File: config.mk
export PLATFORM = sky130hd
export DESIGN_NAME = sdr_cmd_tracker
export DESIGN_NICKNAME = d
export VERILOG_FILES = /design/src/rtl/sdr_cmd_pkg.sv /design/src/rtl/sdr_cmd_decode.sv /design/src/rtl/sdr_bank_fsm.sv /design/src/rtl/sdr_pwr_fsm.sv /design/src/rtl/sdr_cmd_tracker.sv
export SDC_FILE = /design/constraint.sdc
export NUM_CORES = 1
export LEC_CHECK = 0
export BUFFER_PORTS_ARGS = -buffer_cell sky130_fd_sc_hd__buf_4
export CAP_MARGIN = 5
export CORE_MARGIN = 2
export CORE_UTILIZATION = 35
export CTS_CLUSTER_SIZE = 14
export DETAILED_ROUTE_END_ITERATION = 6
export PLACE_DENSITY = 0.51
export SLEW_MARGIN = 20
export SYNTH_ARGS = -nofsm -noshare
export SYNTH_HDL_FRONTEND = slang
export SYNTH_SLANG_ARGS = --single-unit
File: constraint.sdc
create_clock -name clk -period 8.7 [get_ports clk]
set_input_delay 0.87 -clock clk [delete_from_list [all_inputs] [get_ports clk]]
set_output_delay 0.87 -clock clk [all_outputs]
set_load 0.01 [all_outputs]
File: src/rtl/sdr_cmd_pkg.sv
package sdr_cmd_pkg;

    typedef enum logic [3:0] {
        CMD_NOP     = 4'd0,
        CMD_DESEL   = 4'd1,
        CMD_ACT     = 4'd2,
        CMD_PRE     = 4'd3,
        CMD_PREA    = 4'd4,
        CMD_READ    = 4'd5,
        CMD_WRITE   = 4'd6,
        CMD_MRS     = 4'd7,
        CMD_BST     = 4'd8,
        CMD_AREF    = 4'd9,
        CMD_SREF_IN = 4'd10,
        CMD_SUSP_IN = 4'd11,
        CMD_PDN_IN  = 4'd12,
        CMD_LP_EXIT = 4'd13,
        CMD_HOLD    = 4'd14
    } cmd_t;

    typedef enum logic [1:0] {
        BK_IDLE    = 2'd0,
        BK_ACTIVE  = 2'd1,
        BK_AP_PEND = 2'd2
    } bank_st_t;

    typedef enum logic [1:0] {
        PW_RUN     = 2'd0,
        PW_SUSPEND = 2'd1,
        PW_PDOWN   = 2'd2,
        PW_SREF    = 2'd3
    } pwr_st_t;

endpackage

File: src/rtl/sdr_cmd_decode.sv
module sdr_cmd_decode
    import sdr_cmd_pkg::*;
#(
    parameter  int BANKS  = 4,
    localparam int BANK_W = $clog2(BANKS)
) (
    input  logic                   cke_prev,
    input  logic                   cke,
    input  logic                   cs_n,
    input  logic                   ras_n,
    input  logic                   cas_n,
    input  logic                   we_n,
    input  logic                   a10,
    input  logic [BANK_W-1:0]      ba,
    input  bank_st_t [BANKS-1:0]   bank_st,
    output cmd_t                   code,
    output logic                   err
);

    logic     any_open;
    bank_st_t tgt;

    always_comb begin
        any_open = 1'b0;
        for (int i = 0; i < BANKS; i++) begin
            if (bank_st[i] != BK_IDLE) any_open = 1'b1;
        end
    end

    assign tgt = bank_st[ba];

    // Classify on the clock-enable pair first, then on the strobes
    always_comb begin
        code = CMD_NOP;
        unique case ({cke_prev, cke})
            2'b11: begin
                if (cs_n) begin
                    code = CMD_DESEL;
                end else begin
                    unique case ({ras_n, cas_n, we_n})
                        3'b011:  code = CMD_ACT;
                        3'b010:  code = a10 ? CMD_PREA : CMD_PRE;
                        3'b101:  code = CMD_READ;
                        3'b100:  code = CMD_WRITE;
                        3'b000:  code = CMD_MRS;
                        3'b001:  code = CMD_AREF;
                        3'b110:  code = CMD_BST;
                        default: code = CMD_NOP;
                    endcase
                end
            end
            2'b10: begin
                if (any_open)
                    code = CMD_SUSP_IN;
                else if (!cs_n && !ras_n && !cas_n && we_n)
                    code = CMD_SREF_IN;
                else
                    code = CMD_PDN_IN;
            end
            2'b01:   code = CMD_LP_EXIT;
            default: code = CMD_HOLD;
        endcase
    end

    // Legality against the state of the addressed bank
    always_comb begin
        case (code)
            CMD_ACT:             err = (tgt != BK_IDLE);
            CMD_READ, CMD_WRITE: err = (tgt != BK_ACTIVE);
            CMD_BST:             err = (tgt == BK_IDLE);
            CMD_MRS, CMD_AREF:   err = any_open;
            default:             err = 1'b0;
        endcase
    end

endmodule

File: src/rtl/sdr_bank_fsm.sv
module sdr_bank_fsm
    import sdr_cmd_pkg::*;
#(
    parameter int ROW_W = 13
) (
    input  logic             clk,
    input  logic             rst_n,
    input  logic             hit,
    input  logic             ok,
    input  logic             ap,
    input  logic             burst_hit,
    input  cmd_t             code,
    input  logic [ROW_W-1:0] row_in,
    output bank_st_t         state,
    output logic [ROW_W-1:0] row
);

    bank_st_t nxt;
    logic     take;
    logic     closing;

    assign take    = hit && ok;
    assign closing = take && (code == CMD_PRE || code == CMD_PREA);

    always_ff @(posedge clk or negedge rst_n) begin
        if (!rst_n) state <= BK_IDLE;
        else        state <= nxt;
    end

    always_ff @(posedge clk or negedge rst_n) begin
        if (!rst_n)                        row <= '0;
        else if (take && code == CMD_ACT)  row <= row_in;
    end

    always_comb begin
        nxt = state;
        unique case (state)
            BK_IDLE: begin
                if (take && code == CMD_ACT) nxt = BK_ACTIVE;
            end
            BK_ACTIVE: begin
                if (closing)
                    nxt = BK_IDLE;
                else if (take && (code == CMD_READ || code == CMD_WRITE))
                    nxt = ap ? BK_AP_PEND : BK_ACTIVE;
            end
            BK_AP_PEND: begin
                if (burst_hit || closing) nxt = BK_IDLE;
            end
            default: nxt = BK_IDLE;
        endcase
    end

endmodule

File: src/rtl/sdr_pwr_fsm.sv
module sdr_pwr_fsm
    import sdr_cmd_pkg::*;
(
    input  logic    clk,
    input  logic    rst_n,
    input  cmd_t    code,
    output pwr_st_t mode
);

    pwr_st_t nxt;

    always_ff @(posedge clk or negedge rst_n) begin
        if (!rst_n) mode <= PW_RUN;
        else        mode <= nxt;
    end

    always_comb begin
        nxt = mode;
        unique case (mode)
            PW_RUN: begin
                if (code == CMD_SUSP_IN)      nxt = PW_SUSPEND;
                else if (code == CMD_PDN_IN)  nxt = PW_PDOWN;
                else if (code == CMD_SREF_IN) nxt = PW_SREF;
            end
            PW_SUSPEND, PW_PDOWN, PW_SREF: begin
                if (code == CMD_LP_EXIT) nxt = PW_RUN;
            end
            default: nxt = PW_RUN;
        endcase
    end

endmodule

File: src/rtl/sdr_cmd_tracker.sv
module sdr_cmd_tracker
    import sdr_cmd_pkg::*;
#(
    parameter  int BANKS  = 4,
    parameter  int ADDR_W = 13,
    parameter  int COL_W  = 9,
    parameter  int AP_BIT = 10,
    localparam int BANK_W = $clog2(BANKS)
) (
    input  logic              clk,
    input  logic              rst_n,
    input  logic              cke,
    input  logic              cs_n,
    input  logic              ras_n,
    input  logic              cas_n,
    input  logic              we_n,
    input  logic [BANK_W-1:0] ba,
    input  logic [ADDR_W-1:0] addr,
    input  logic              burst_done,
    input  logic [BANK_W-1:0] burst_bank,
    output logic [3:0]        cmd_code,
    output logic [BANK_W-1:0] cmd_bank,
    output logic [ADDR_W-1:0] cmd_addr,
    output logic [ADDR_W-1:0] cmd_row,
    output logic              cmd_ap,
    output logic              cmd_err,
    output logic [BANKS-1:0]  bank_open,
    output logic [1:0]        pwr_mode
);

    logic                 cke_q;
    cmd_t                 dec_code;
    logic                 dec_err;
    bank_st_t [BANKS-1:0] bank_st;
    logic [ADDR_W-1:0]    bank_row [BANKS];
    pwr_st_t              mode;
    logic                 is_rw;

    always_ff @(posedge clk or negedge rst_n) begin
        if (!rst_n) cke_q <= 1'b1;
        else        cke_q <= cke;
    end

    sdr_cmd_decode #(.BANKS(BANKS)) u_dec (
        .cke_prev (cke_q),
        .cke      (cke),
        .cs_n     (cs_n),
        .ras_n    (ras_n),
        .cas_n    (cas_n),
        .we_n     (we_n),
        .a10      (addr[AP_BIT]),
        .ba       (ba),
        .bank_st  (bank_st),
        .code     (dec_code),
        .err      (dec_err)
    );

    for (genvar i = 0; i < BANKS; i++) begin : g_bank
        sdr_bank_fsm #(.ROW_W(ADDR_W)) u_bank (
            .clk       (clk),
            .rst_n     (rst_n),
            .hit       ((ba == BANK_W'(i)) || (dec_code == CMD_PREA)),
            .ok        (!dec_err),
            .ap        (addr[AP_BIT]),
            .burst_hit (burst_done && (burst_bank == BANK_W'(i))),
            .code      (dec_code),
            .row_in    (addr),
            .state     (bank_st[i]),
            .row       (bank_row[i])
        );
        assign bank_open[i] = (bank_st[i] != BK_IDLE);
    end

    sdr_pwr_fsm u_pwr (
        .clk   (clk),
        .rst_n (rst_n),
        .code  (dec_code),
        .mode  (mode)
    );

    assign pwr_mode = mode;
    assign is_rw    = (dec_code == CMD_READ) || (dec_code == CMD_WRITE);

    always_ff @(posedge clk or negedge rst_n) begin
        if (!rst_n) begin
            cmd_code <= CMD_NOP;
            cmd_bank <= '0;
            cmd_addr <= '0;
            cmd_row  <= '0;
            cmd_ap   <= 1'b0;
            cmd_err  <= 1'b0;
        end else begin
            cmd_code <= dec_code;
            cmd_err  <= dec_err;
            cmd_ap   <= is_rw && addr[AP_BIT];
            cmd_row  <= is_rw ? bank_row[ba] : '0;
            unique case (dec_code)
                CMD_ACT, CMD_PRE, CMD_BST: cmd_bank <= ba;
                CMD_READ, CMD_WRITE:       cmd_bank <= ba;
                default:                   cmd_bank <= '0;
            endcase
            if (dec_code == CMD_ACT || dec_code == CMD_MRS)
                cmd_addr <= addr;
            else if (is_rw)
                cmd_addr <= {{(ADDR_W-COL_W){1'b0}}, addr[COL_W-1:0]};
            else
                cmd_addr <= '0;
        end
    end

endmodule

==> results by group <==
Status
  – Outcome: finished, final reports clean

Die
  – IO Pins: 65
  – Row cnt: 42
  – DIE WIDTH: 119 um
  – Initial Util: 35.5%
  – Die footprint: 14200 sq um
  – Die span in y: between 100 and 150 um
  – Core ar.: 13100 sq um

Worst setup path
  – Crit path DAT: 3.59 ns
  – Crit path launch: g_bank[1].u_bank.state[1]
  – Top delay family on crit path: simple AND/OR/NAND/NOR gates
  – Critical Path, Cell by Cell: nor4_2, nand3_1, a221oi_2, inv_2, nor4_4, a21oi_2, nand2b_4, mux2_4
  – Crit-path max FO: 14
  – Slowest cell delay on critical path: 0.62 ns
  – CP startpoint kind: register
  – Worst path slowest cell: nor4_4
  – Crit path kind: reg -> reg
  – Element type at the critical path end: register
  – Reg-to-Reg Start: g_bank[1].u_bank.state[1]
  – Buf+Inv Stages, Crit Path: 1
  – Critical Path RT: between 8 and 9 ns

Timing
  – Slew @ Worst Pin: between 0.8 and 0.9 ns
  – Slew Limit Fails: 0
  – Final Setup Violations: 0
  – Max frequency: between 0.2 and 0.3 GHz
  – RSZ-0062 raised after global routing: false
  – Period minus WS final: 3.35 ns
  – Setup TNS: 0 ns
  – Clock Skews: 0.00543 ns
  – Max-slew headroom: 45.9%
  – Fin crit share: roughly two fifths
  – Final hold vios: 0

Pwr
  – Power per Cell Area: 200 nW/um^2
  – Peak VDD IR: between 0.08 and 0.09 mV
  – Lkg Pwr: 2.81 nW
  – Power, Total: about 1.1 mW

Clock network
  – CTS tree: built
  – Clk_lat worst skew: 0.35 ns
  – Clock sinks: 97
  – # Post-CTS Setup Buffers: 0
  – Clock Pin Slew Worst Setup and Hold Paths: ~0.07 ns
  – H-tree Lvls: 3
  – CTS buffer count: 9
  – Root buf cell: clkbuf_16
  – Hold_buf cts: 0
  – Total of cells resized after clock tree synthesis: 0
  – CTS max path bufs: 2

Place
  – IO Port Bufs: 64
  – Placed cells: 557
  – Gpl congestion: a little under 0.8
  – Hpwl dp: approximately 6.6 mm
  – Post-DP Area: 5290 sq um

Logic synthesis
  – Cells after synthesis: approximately 330
  – Post-synthesis simple-gate area fraction: about an eighth
  – Largest cells by area after synthesis: dfrtp_1, mux2_4, mux4_2
  – Register area share after synthesis: a little over half
  – Synth Warn #: 0
  – Largest family of logic cells by synthesized area: multiplexers
  – Library cells used by synthesis: 63
  – Top_reg_cell synth: dfrtp_1
  – Post-synthesis mux area share: 23.0%
  – Share of the synthesized area in the top cell type: 51.7%
  – Register bit total from synthesis: between 90 and 100
  – Post-Synth XOR/XNOR Area: less than 1%
  – Yosys top cell by area: dfrtp_1
  – Share of async-settable or async-resettable flops after synthesis: 100%
  – Mapped Area: roughly 4600 sq um
  – Fraction of the mapped netlist area in compound gates: roughly 7.3%
  – Post-synth EDFFs: 0
  – Synth Area per Inst: between 10 and 15 sq um
  – Post-synthesis adder-cell area fraction: 1.08%
  – Net count after synthesis: 355

Cells and area
  – Fin area: between 5000 and 6000 sq um
  – Fraction of layout cells with a size suffix above 1: about 44%
  – Total Nets Final: 421
  – Area grow syn2layout: 20.7%
  – Ant diodes: 0
  – Commonest non-fill, non-tap cell in the layout: dfrtp_1
  – Most used cells in the layout excluding fill and tap cells: dfrtp_1, buf_4, mux2_4
  – Final Non-Filler Cells: 572

Hold path
  – Hold Path Class: in -> async

Drt
  – DRC Markers: 0
  – Post-DR wirelength/cell: 17.4 um
  – Pre-Repair DR Iteration Count: 4
  – Vias: 2873
  – Final ANT Viol Nets: 0
  – Vias/cell: 5.02
  – Number of DRC violations after detailed-routing iteration 0: 159
  – Routed WL: 9.98 mm

Global route
  – GRT Total Usage: 15.4%
  – Vias in the first global route: ~3100
  – First-pass GRT wire length: 16.7 mm
  – Initial antenna violation count: 0
  – Remaining Overflow, GRT: 0
  – Largest net degree at the start of global routing: 66

Job
  – Number of max-cap violations: 0
power by group:
| group | total [mW] | internal (mW) | switching [mW] |
|---|---|---|---|
| clock network | 0.426 | 0.251 | 0.175 |
| registers | 0.514 | 0.491 | 0.0228 |
| logic | 0.179 | 0.0935 | 0.0857 |
| total | 1.12 | 0.836 | 0.283 |
final cells by class:
| cell class | count | area (sq um) |
|---|---|---|
| clock buffer | 9 | 225 |
| clock inverter | 6 | 91.3 |
| fill | 1247 | 7480 |
| inverter | 14 | 55.1 |
| multi-input combinational | 203 | 2080 |
| sequential | 97 | 2430 |
| tap | 176 | 220 |
| timing repair buffer | 67 | 503 |
Yosys cell counts, drive strengths merged (6+ instances only):
cell    instances
a21oi           6
and2           14
and3           15
buf             6
clkbuf          6
dfrtp          96
inv            13
mux2           52
mux4           15
nand2           6
nand2b          8
nor2           11
o21ai           7
cell families after synthesis:
kind of cell             count (synthesis)
adder cells (fa/ha/maj)                  4
flip-flops                              97
AO/OA/AOI/OAI                           39
AND/OR/NAND/NOR                         91
XOR/XNOR                                 1
buffers and inverters                   26
multiplexers                            68
metal layers:
| layer | up-vias | wire [um] | global-route usage (%) |
|---|---|---|---|
| met5 | - | 0 | 0 |
| li1 | 1336 | - | - |
| met3 | 7 | 469 | 4.84 |
| met2 | 59 | 4670 | 23.6 |
| met1 | 1471 | 4720 | 20.9 |
| met4 | 0 | 119 | 4.91 |
final timing paths:
kind                       depth (start not counted)  slack [ns]                       end
max in group asynchronous                          2        7.10   g_bank[1].u_bank.row[2]
max                                                8        5.35  g_bank[1].u_bank.row[10]
max reg2reg                                        8        5.35  g_bank[1].u_bank.row[10]
min reg2reg                                        1        0.50   g_bank[2].u_bank.row[3]
min                                                1        0.44   g_bank[1].u_bank.row[7]
min in group clk                                   1        0.50   g_bank[2].u_bank.row[3]
flip-flops by register name (all words and copies together) (netlist names):
signal,count
g_bank.u_bank.row,52
cmd_addr,13
cmd_row,13
g_bank.u_bank.state,8
cmd_code,4
cmd_bank,2
u_pwr.mode,2
cke_q,1
cmd_ap,1
cmd_err,1
stage by stage:
step | hold slack, ns | setup slack [ns] | utilization, %
floorplan | 0.474 | 5.37 | -
global placement | 0.484 | 5.04 | 40.4
detailed placement | 0.490 | 5.01 | 40.4
CTS | 0.450 | 5.32 | 42.8
global route | 0.464 | 5.10 | 42.8
finish | 0.443 | 5.35 | 42.8
Power figures use the tool's default switching activity.
